**src/rtl/hfir_pkg.sv**
```systemverilog
package hfir_pkg;

    // Destination selected by the write port address.
    typedef enum logic [1:0] {
        WT_NONE,
        WT_COEF,
        WT_MASK
    } wr_tgt_e;

endpackage

```
**src/rtl/hfir_ppgen.sv**
```systemverilog
// One tap: symbol times coefficient, emitted in offset-binary form and
// narrowed to the section's reduced width.
module hfir_ppgen #(
    parameter int CW  = 10,
    parameter int SYW = 3,
    parameter int PW  = CW + SYW - 1
) (
    input  logic signed [CW-1:0]  coef,
    input  logic signed [SYW-1:0] sym,
    input  logic        [PW-1:0]  clr,   // bits forced to zero
    input  logic        [PW-1:0]  bnd,   // position of the inverted sign
    output logic        [PW-1:0]  pp
);

    logic signed [PW-1:0] prod;

    assign prod = PW'(coef) * PW'(sym);

    // Keep the bits below the boundary; place the inverted sign at the boundary.
    assign pp = (prod & ~clr) | (prod[PW-1] ? '0 : bnd);

endmodule

```
**src/rtl/hfir_section.sv**
```systemverilog
// One hybrid section: direct summation of its taps plus the per-tap
// compensation difference derived from the section mask.
module hfir_section #(
    parameter int T   = 4,
    parameter int CW  = 10,
    parameter int SYW = 3,
    parameter int PW  = CW + SYW - 1,
    parameter int OW  = 16
) (
    input  logic [T-1:0][CW-1:0]  coefs,
    input  logic [T-1:0][SYW-1:0] syms,
    input  logic [PW-2:0]         mask,
    output logic [OW-1:0]         psum,
    output logic [OW-1:0]         corr
);

    logic [PW-1:0] clr;
    logic [PW-1:0] bnd;
    logic [PW-1:0] pp [T];

    assign clr = {1'b1, mask};
    assign bnd = clr & (~clr + PW'(1));

    for (genvar j = 0; j < T; j++) begin : g_tap
        hfir_ppgen #(
            .CW  (CW),
            .SYW (SYW),
            .PW  (PW)
        ) u_pp (
            .coef (coefs[j]),
            .sym  (syms[j]),
            .clr  (clr),
            .bnd  (bnd),
            .pp   (pp[j])
        );
    end

    always_comb begin
        psum = '0;
        for (int j = 0; j < T; j++) begin
            psum = psum + OW'(pp[j]);
        end
    end

    // The narrowing removes a run of ones from each tap's word; this is it.
    assign corr = OW'(mask);

endmodule

```
**src/rtl/hfir_pipe.sv**
```systemverilog
// Registered accumulation chain: stage s adds term s to stage s-1.
// Instantiated twice so data and correction share one register structure.
module hfir_pipe #(
    parameter int S        = 2,
    parameter int W        = 16,
    parameter int RST_STEP = 0
) (
    input  logic                clk,
    input  logic                rst_n,
    input  logic [S-1:0][W-1:0] terms,
    output logic [W-1:0]        acc_out
);

    logic [W-1:0] stg [S];

    always_ff @(posedge clk or negedge rst_n) begin
        if (!rst_n) begin
            for (int s = 0; s < S; s++) begin
                stg[s] <= W'((s + 1) * RST_STEP);
            end
        end else begin
            stg[0] <= terms[0];
            for (int s = 1; s < S; s++) begin
                stg[s] <= stg[s-1] + terms[s];
            end
        end
    end

    assign acc_out = stg[S-1];

endmodule

```
**src/rtl/hfir_dyncomp.sv**
```systemverilog
module hfir_dyncomp
    import hfir_pkg::*;
#(
    parameter int SECTIONS = 2,
    parameter int TAPS     = 4,
    parameter int CW       = 10,
    parameter int SYW      = 3,
    parameter int OW       = 16,
    parameter int NTAP     = SECTIONS * TAPS,
    parameter int PW       = CW + SYW - 1,
    parameter int MW       = PW - 1,
    parameter int AW       = $clog2(NTAP + SECTIONS + 1)
) (
    input  logic                  clk,
    input  logic                  rst_n,
    input  logic signed [SYW-1:0] sym_in,
    input  logic                  wr_en,
    input  logic [AW-1:0]         wr_addr,
    input  logic [MW-1:0]         wr_data,
    output logic signed [OW-1:0]  y_out
);

    localparam int DL        = NTAP + SECTIONS - 1;
    localparam int DATA_STEP = TAPS * (1 << (PW - 1));
    localparam logic [OW-1:0] COMP = OW'(-(NTAP * (1 << (PW - 1))));
    localparam logic [OW-1:0] TMUL = OW'(TAPS);
    localparam logic [AW-1:0] A_MSK = AW'(NTAP);
    localparam logic [AW-1:0] A_END = AW'(NTAP + SECTIONS);

    logic [NTAP-1:0][CW-1:0]     coef_q;
    logic [SECTIONS-1:0][MW-1:0] mask_q;
    logic [SYW-1:0]              dly [DL];
    wr_tgt_e                     tgt;

    logic [SECTIONS-1:0][OW-1:0] sec_sum;
    logic [SECTIONS-1:0][OW-1:0] sec_corr;
    logic [OW-1:0]               data_out;
    logic [OW-1:0]               corr_out;

    // Write address decode
    always_comb begin
        if (wr_addr < A_MSK) begin
            tgt = WT_COEF;
        end else if (wr_addr < A_END) begin
            tgt = WT_MASK;
        end else begin
            tgt = WT_NONE;
        end
    end

    always_ff @(posedge clk or negedge rst_n) begin
        if (!rst_n) begin
            coef_q <= '0;
            mask_q <= '0;
        end else if (wr_en) begin
            for (int i = 0; i < NTAP; i++) begin
                if (tgt == WT_COEF && wr_addr == AW'(i)) begin
                    coef_q[i] <= wr_data[CW-1:0];
                end
            end
            for (int s = 0; s < SECTIONS; s++) begin
                if (tgt == WT_MASK && wr_addr == AW'(NTAP + s)) begin
                    mask_q[s] <= wr_data;
                end
            end
        end
    end

    // Symbol delay line, long enough for the chain offset of later sections
    always_ff @(posedge clk or negedge rst_n) begin
        if (!rst_n) begin
            for (int i = 0; i < DL; i++) begin
                dly[i] <= '0;
            end
        end else begin
            dly[0] <= sym_in;
            for (int i = 1; i < DL; i++) begin
                dly[i] <= dly[i-1];
            end
        end
    end

    for (genvar s = 0; s < SECTIONS; s++) begin : g_sec
        logic [TAPS-1:0][SYW-1:0] syms;

        always_comb begin
            for (int j = 0; j < TAPS; j++) begin
                syms[j] = dly[s*TAPS + j + s];
            end
        end

        hfir_section #(
            .T   (TAPS),
            .CW  (CW),
            .SYW (SYW),
            .PW  (PW),
            .OW  (OW)
        ) u_sec (
            .coefs (coef_q[s*TAPS +: TAPS]),
            .syms  (syms),
            .mask  (mask_q[s]),
            .psum  (sec_sum[s]),
            .corr  (sec_corr[s])
        );
    end

    hfir_pipe #(
        .S        (SECTIONS),
        .W        (OW),
        .RST_STEP (DATA_STEP)
    ) u_data_pipe (
        .clk     (clk),
        .rst_n   (rst_n),
        .terms   (sec_sum),
        .acc_out (data_out)
    );

    hfir_pipe #(
        .S        (SECTIONS),
        .W        (OW),
        .RST_STEP (0)
    ) u_corr_pipe (
        .clk     (clk),
        .rst_n   (rst_n),
        .terms   (sec_corr),
        .acc_out (corr_out)
    );

    assign y_out = data_out + COMP + corr_out * TMUL;

endmodule

```
**config.mk**
```make
export PLATFORM = sky130hd
export DESIGN_NAME = hfir_dyncomp
export DESIGN_NICKNAME = d
export VERILOG_FILES = /design/src/rtl/hfir_pkg.sv /design/src/rtl/hfir_ppgen.sv /design/src/rtl/hfir_section.sv /design/src/rtl/hfir_pipe.sv /design/src/rtl/hfir_dyncomp.sv
export SDC_FILE = /design/constraint.sdc
export NUM_CORES = 1
export LEC_CHECK = 0
export ABC_AREA = 0
export BUFFER_PORTS_ARGS = -buffer_cell sky130_fd_sc_hd__buf_4
export CORE_ASPECT_RATIO = 0.7
export CORE_MARGIN = 4
export CORE_UTILIZATION = 62
export CTS_BUF_LIST = sky130_fd_sc_hd__clkbuf_2
export CTS_CLUSTER_SIZE = 8
export DETAILED_ROUTE_END_ITERATION = 7
export PLACE_DENSITY = 0.79
export SETUP_SLACK_MARGIN = 0.05
export SYNTH_ARGS = -nofsm -noshare
export SYNTH_HDL_FRONTEND = slang
export SYNTH_HIERARCHICAL = 1
export SYNTH_SLANG_ARGS = --single-unit
```
**constraint.sdc**
```tcl
create_clock -name clk -period 12.16 [get_ports clk]
set_input_delay 1.824 -clock clk [delete_from_list [all_inputs] [get_ports clk]]
set_output_delay 1.824 -clock clk [all_outputs]
set_load 0.01 [all_outputs]
```
==> results.json, run 1 <==
{
  "maxCapViolCount": 0,
  "wirelength_mm": 45.2,
  "start_util": 0.632,
  "remaining_drc_errors": 0,
  "setup_slack_on_the_worst_flop_to_flop_path_ns": 4.35,
  "final_layout_size_suffix_gt1_frac": 0.128,
  "timing_worst_slew_pin_value_ns": 1.08,
  "tritoncts.num_buffers": 17,
  "cell_family_with_the_largest_share_of_critical_path_delay": "adder cells",
  "grt_util_all_layers": 0.269,
  "wl_per_cell_um": 19.0,
  "max_stage_delay_ns": 0.65,
  "number_of_vias_after_detailed_routing": 14000,
  "antenna_violations_before_repair": 6,
  "crit_top_cell": "fa_1",
  "detailedRoute.firstPassIterationCount": 5,
  "setup_viol": 0,
  "grt_pass1_vias": 14300,
  "cts_tree": "done",
  "cts.clk_slew.worst_paths_ns": 0.32,
  "crit_arrival_ns": 8.61,
  "mostFrequentLayoutCells": "244 x inv_1, 216 x ha_1, 187 x dfrtp_1",
  "cp-end-kind": "flip-flop",
  "layout_net_count": 2317,
  "worst_hold_path_type": "flip-flop to flip-flop",
  "core_area_um2": 31300,
  "kind_of_launch_point_of_the_worst_setup_path": "flip-flop",
  "route.detailed.vias_per_inst": 5.89,
  "area_growth_syn_to_layout_pct": 2.47,
  "final_wtd_congestion": 0.939,
  "timing_hold_violations_final": 0,
  "die_w_um": 222,
  "required_worst_endpoint_ns": 12.96,
  "die-height_um": 157,
  "die_ar_um2": 34900,
  "whs_path_depth": 0,
  "top_level_ports": 37,
  "cts_sinks": 189,
  "post_synth.cell_area_avg_um2": 10.0,
  "post-cts-setup-buffer-count": 0,
  "preCtsSetupSlack_ns": 4.51,
  "most_frequent_standard_cell_in_the_layout_excluding_fill_and_tap_cells": "inv_1",
  "run_status": "completed",
  "route.antenna.remaining_nets": 0,
  "maximum_fanout_count_along_the_critical_path": 12,
  "timing.critical_path.buf_inv": 4,
  "std_cell_rows": 54,
  "dr.first_iter.drc_count": 934,
  "grt_max_degree": 116,
  "finalWorstSetupSlack_ns": 4.35,
  "cts.repair.resized": 0,
  "htreeDepth": 4,
  "maxSlewViolCount": 0,
  "dp.final_hpwl_mm": 35.0,
  "rsz0062_at_grt": "no",
  "cts_max_path_buffers": 2,
  "critical_path.slowest_cell": "dfrtp_1",
  "final_core_utilization": 0.648,
  "hold_buffers": 0,
  "layout_skew_ns": 0.0457,
  "smallest_hold_slack_ns": 0.391,
  "io_buffers": 36,
  "clock-root-buffer": "clkbuf_2",
  "total_congestion_overflow": 0,
  "min_cycle_time_layout_ns": 7.81,
  "clock.fmax_mhz": 128,
  "synthesis.area_um2": 19800,
  "clock_insertion_delay_worst_skew_ns": 0.86,
  "critical_path_cell_count": 28,
  "first_pass_grt_wire_length_mm": 75.2,
  "final.setup.tns_ns": 0,
  "postSynthCellCount": 1974,
  "timing.slew.headroom": 0.278,
  "synth.yosys.warnings": 6,
  "fin_crit_sh": 0.642,
  "start_to_end_type_of_the_worst_setup_path": "flip-flop to flip-flop",
  "ff2ff_path_depth": 28
}
==> sequential cells by signal, summed over array words and instances, names as in the netlist <==
name	count
u_data_pipe/acc_out	16
coef_q	80
u_data_pipe/stg	16
u_corr_pipe/stg	14
mask_q	22
dly	27
u_corr_pipe/acc_out	14
==> routing by layer <==
metal	vias up	routed length (um)	global-route usage	share of wire
li1	6648	-	-	-
met1	6891	21400	0.386	0.47
met2	392	20500	0.443	0.45
met3	46	2610	0.0410	0.058
met4	2	750	0.0537	0.017
met5	-	12	0	0.00027
==> final timing paths <==
| path | from | to |
|---|---|---|
| max in group asynchronous | rst_n | u_corr_pipe/stg[17] |
| min | dly[14] | dly[11] |
| max reg2reg | dly[8] | u_data_pipe/acc_out[14] |
| min in group asynchronous | rst_n | coef_q[27] |
| max | dly[8] | u_data_pipe/acc_out[14] |
| min reg2reg | dly[14] | dly[11] |
==> cell type report <==
cell class / count / area (um2)
clock buffer: 17 / 85.1
clock inverter: 15 / 218
antenna: 1 / 2.50
multi-input combinational: 1444 / 13500
inverter: 244 / 916
tap: 420 / 526
timing repair buffer: 45 / 344
sequential: 189 / 4730
fill: 2544 / 11000
==> worst register-to-register path, delay by kind of cell (launching register included) <==
kind | cells | cell delay, ns
compound gates | 10 | 2.05
fa+ha+maj | 9 | 3.66
buf+inv | 4 | 0.36
xor+xnor | 2 | 0.24
simple gates | 3 | 0.79
flops | 1 | 0.65
==> metrics by stage <==
step | instances | cell area, um2
floorplan | 1988 | 19800
global placement | 2342 | 20000
detailed placement | 2342 | 20000
CTS | 2374 | 20300
global route | 2375 | 20300
finish | 2375 | 20300
Power of run 1 is not shown: default switching activity piles up to over one toggle a cycle in this logic, so the estimate is an artifact.
==> run 2, diff against run 1 <==
- ABC_AREA: 0 -> 1
- CORE_UTILIZATION: 62 -> 60
- PLACE_DENSITY: 0.79 -> 0.8
- clock period: 12.16 -> 6.9 ns (I/O delays scaled with it)
==> run 2 against run 1 <==
  * First-iteration DRC count grew 71%
  * Cell count increased by 48%
  * Clock skew increased by 0.0057 ns
  * Core utilization shrank 2.9 points
  * Register-to-register slack got worse by 4.0 ns
  * Sequential share of layout area fell by 2.8 points
  * Critical endpoint is now u_data_pipe/acc_out[15]
==> results.json, run 2 <==
{
  "grt_pass1_vias": 18100,
  "globalRoute.busiestLayer": "met2",
  "maximum_fanout_count_along_the_critical_path": 11,
  "cts.clk_slew.worst_paths_ns": 0.31,
  "maxSlewViolCount": 0,
  "area_growth_syn_to_layout_pct": 2.11,
  "kind_of_launch_point_of_the_worst_setup_path": "flip-flop",
  "route.detailed.vias_per_inst": 5.32,
  "core_area_um2": 37100,
  "std_cell_rows": 59,
  "crit_top_cell": "nand2_1",
  "die_ar_um2": 40800,
  "most_frequent_standard_cell_in_the_layout_excluding_fill_and_tap_cells": "nand2_1",
  "timing_hold_violations_final": 0,
  "postSynthCellCount": 3018,
  "htreeDepth": 4,
  "use_met2": 0.451,
  "final_wtd_congestion": 0.969,
  "timing.slew.headroom": 0.297,
  "layout_top_registers": "coef_q (80), dly (27), mask_q (22)",
  "cts_tree": "done",
  "worst_hold_path_type": "primary input to flip-flop",
  "maxCapViolCount": 0,
  "largest_register": "coef_q",
  "wl_per_cell_um": 16.8,
  "grt_max_degree": 76,
  "timing_worst_slew_pin_value_ns": 1.04,
  "cp-end-kind": "flip-flop",
  "dp.final_hpwl_mm": 47.2,
  "route.antenna.remaining_nets": 0,
  "detailedRoute.firstPassIterationCount": 5,
  "cts_max_path_buffers": 2,
  "run_status": "completed",
  "antenna_violations_before_repair": 2,
  "total_congestion_overflow": 0,
  "layout_net_count": 3376,
  "grt_util_met1": 0.409,
  "io_buffers": 36,
  "die-height_um": 170,
  "clock.fmax_mhz": 153,
  "remaining_drc_errors": 0,
  "synthesis.area_um2": 22500,
  "required_worst_endpoint_ns": 7.69,
  "layout_skew_ns": 0.0514,
  "start_util": 0.607,
  "clock-root-buffer": "clkbuf_2",
  "wirelength_mm": 59.0,
  "die_w_um": 240,
  "rsz0062_at_grt": "no",
  "largest_register_ffs": 80,
  "final.setup.tns_ns": 0,
  "number_of_vias_after_detailed_routing": 18700,
  "critical_path.slowest_cell": "fa_1",
  "max_stage_delay_ns": 0.52,
  "first_pass_grt_wire_length_mm": 94.7,
  "crit_arrival_ns": 7.31,
  "mostFrequentLayoutCells": "778 x nand2_1, 616 x inv_1, 207 x ha_1",
  "fin_crit_sh": 0.945,
  "synth.yosys.warnings": 6,
  "cts_sinks": 189,
  "tritoncts.num_buffers": 17,
  "grt_util_all_layers": 0.295,
  "start_to_end_type_of_the_worst_setup_path": "flip-flop to flip-flop",
  "min_cycle_time_layout_ns": 6.52,
  "post_synth.cell_area_avg_um2": 7.47,
  "top_level_ports": 37,
  "clock_insertion_delay_worst_skew_ns": 0.88,
  "dr.first_iter.drc_count": 1598,
  "final_layout_size_suffix_gt1_frac": 0.153,
  "globalRouteMet3Util": 0.0928,
  "setup_viol": 0
}
## run 2: stage by stage
stage | utilization | area (um2) | std cells | hold WS (ns) | setup slack, ns
finish | 0.620 | 23000 | 3506 | 0.225 | 0.379
global route | 0.620 | 23000 | 3505 | 0.127 | 0.0448
CTS | 0.616 | 22900 | 3496 | 0.165 | 0.116
detailed placement | 0.608 | 22600 | 3463 | 0.339 | 0.174
global placement | 0.608 | 22600 | 3463 | 0.336 | 0.327
floorplan | - | 22600 | 3032 | 0.331 | 0.705
## run 2: what timing repair did
item,in CTS,in global routing
endpoints found under the hold margin,10,0
setup endpoints to repair,0,11
setup buffers,0,5
hold buffers,1,0
gates resized for setup,0,24
## run 2: cell type report
| type | count | area, um2 |
|---|---|---|
| flip-flops and latches | 189 | 4730 |
| fillers | 3422 | 14100 |
| inverters | 640 | 2410 |
| multi-input cells | 2089 | 14500 |
| clock inverters | 14 | 183 |
| diodes | 5 | 12.5 |
| clock buffers | 18 | 90.1 |
| repair buffers | 63 | 489 |
| well taps | 488 | 611 |
## run 2: routing by layer
metal | wire, um | vias to the layer above
li1 | - | 9153
met1 | 26600 | 8748
met2 | 25300 | 661
met3 | 5530 | 99
met4 | 1440 | 2
met5 | 76 | -
## run 2: worst max-delay path: cells and delay by family, from the launching register on
kind	cells	cell delay (ns)
simple gates	20	2.06
fa+ha+maj	8	3.28
buf+inv	6	0.48
flops	1	0.49
compound gates	1	0.15
## run 2: worst paths after layout
| check | from | endpoint | slack (ns) | depth (start not counted) |
|---|---|---|---|---|
| max in group asynchronous | rst_n | u_data_pipe/stg[19] | 4.99 | 3 |
| worst max register to register | dly[2] | u_data_pipe/acc_out[15] | 0.38 | 35 |
| worst min register to register | dly[13] | dly[10] | 0.39 | 0 |
| min in group asynchronous | rst_n | coef_q[77] | 0.60 | 2 |
| worst min-delay path | sym_in[0] | dly[24] | 0.23 | 1 |
| worst max-delay path | dly[2] | u_data_pipe/acc_out[15] | 0.38 | 35 |
Power of run 2 is left out for the same reason.
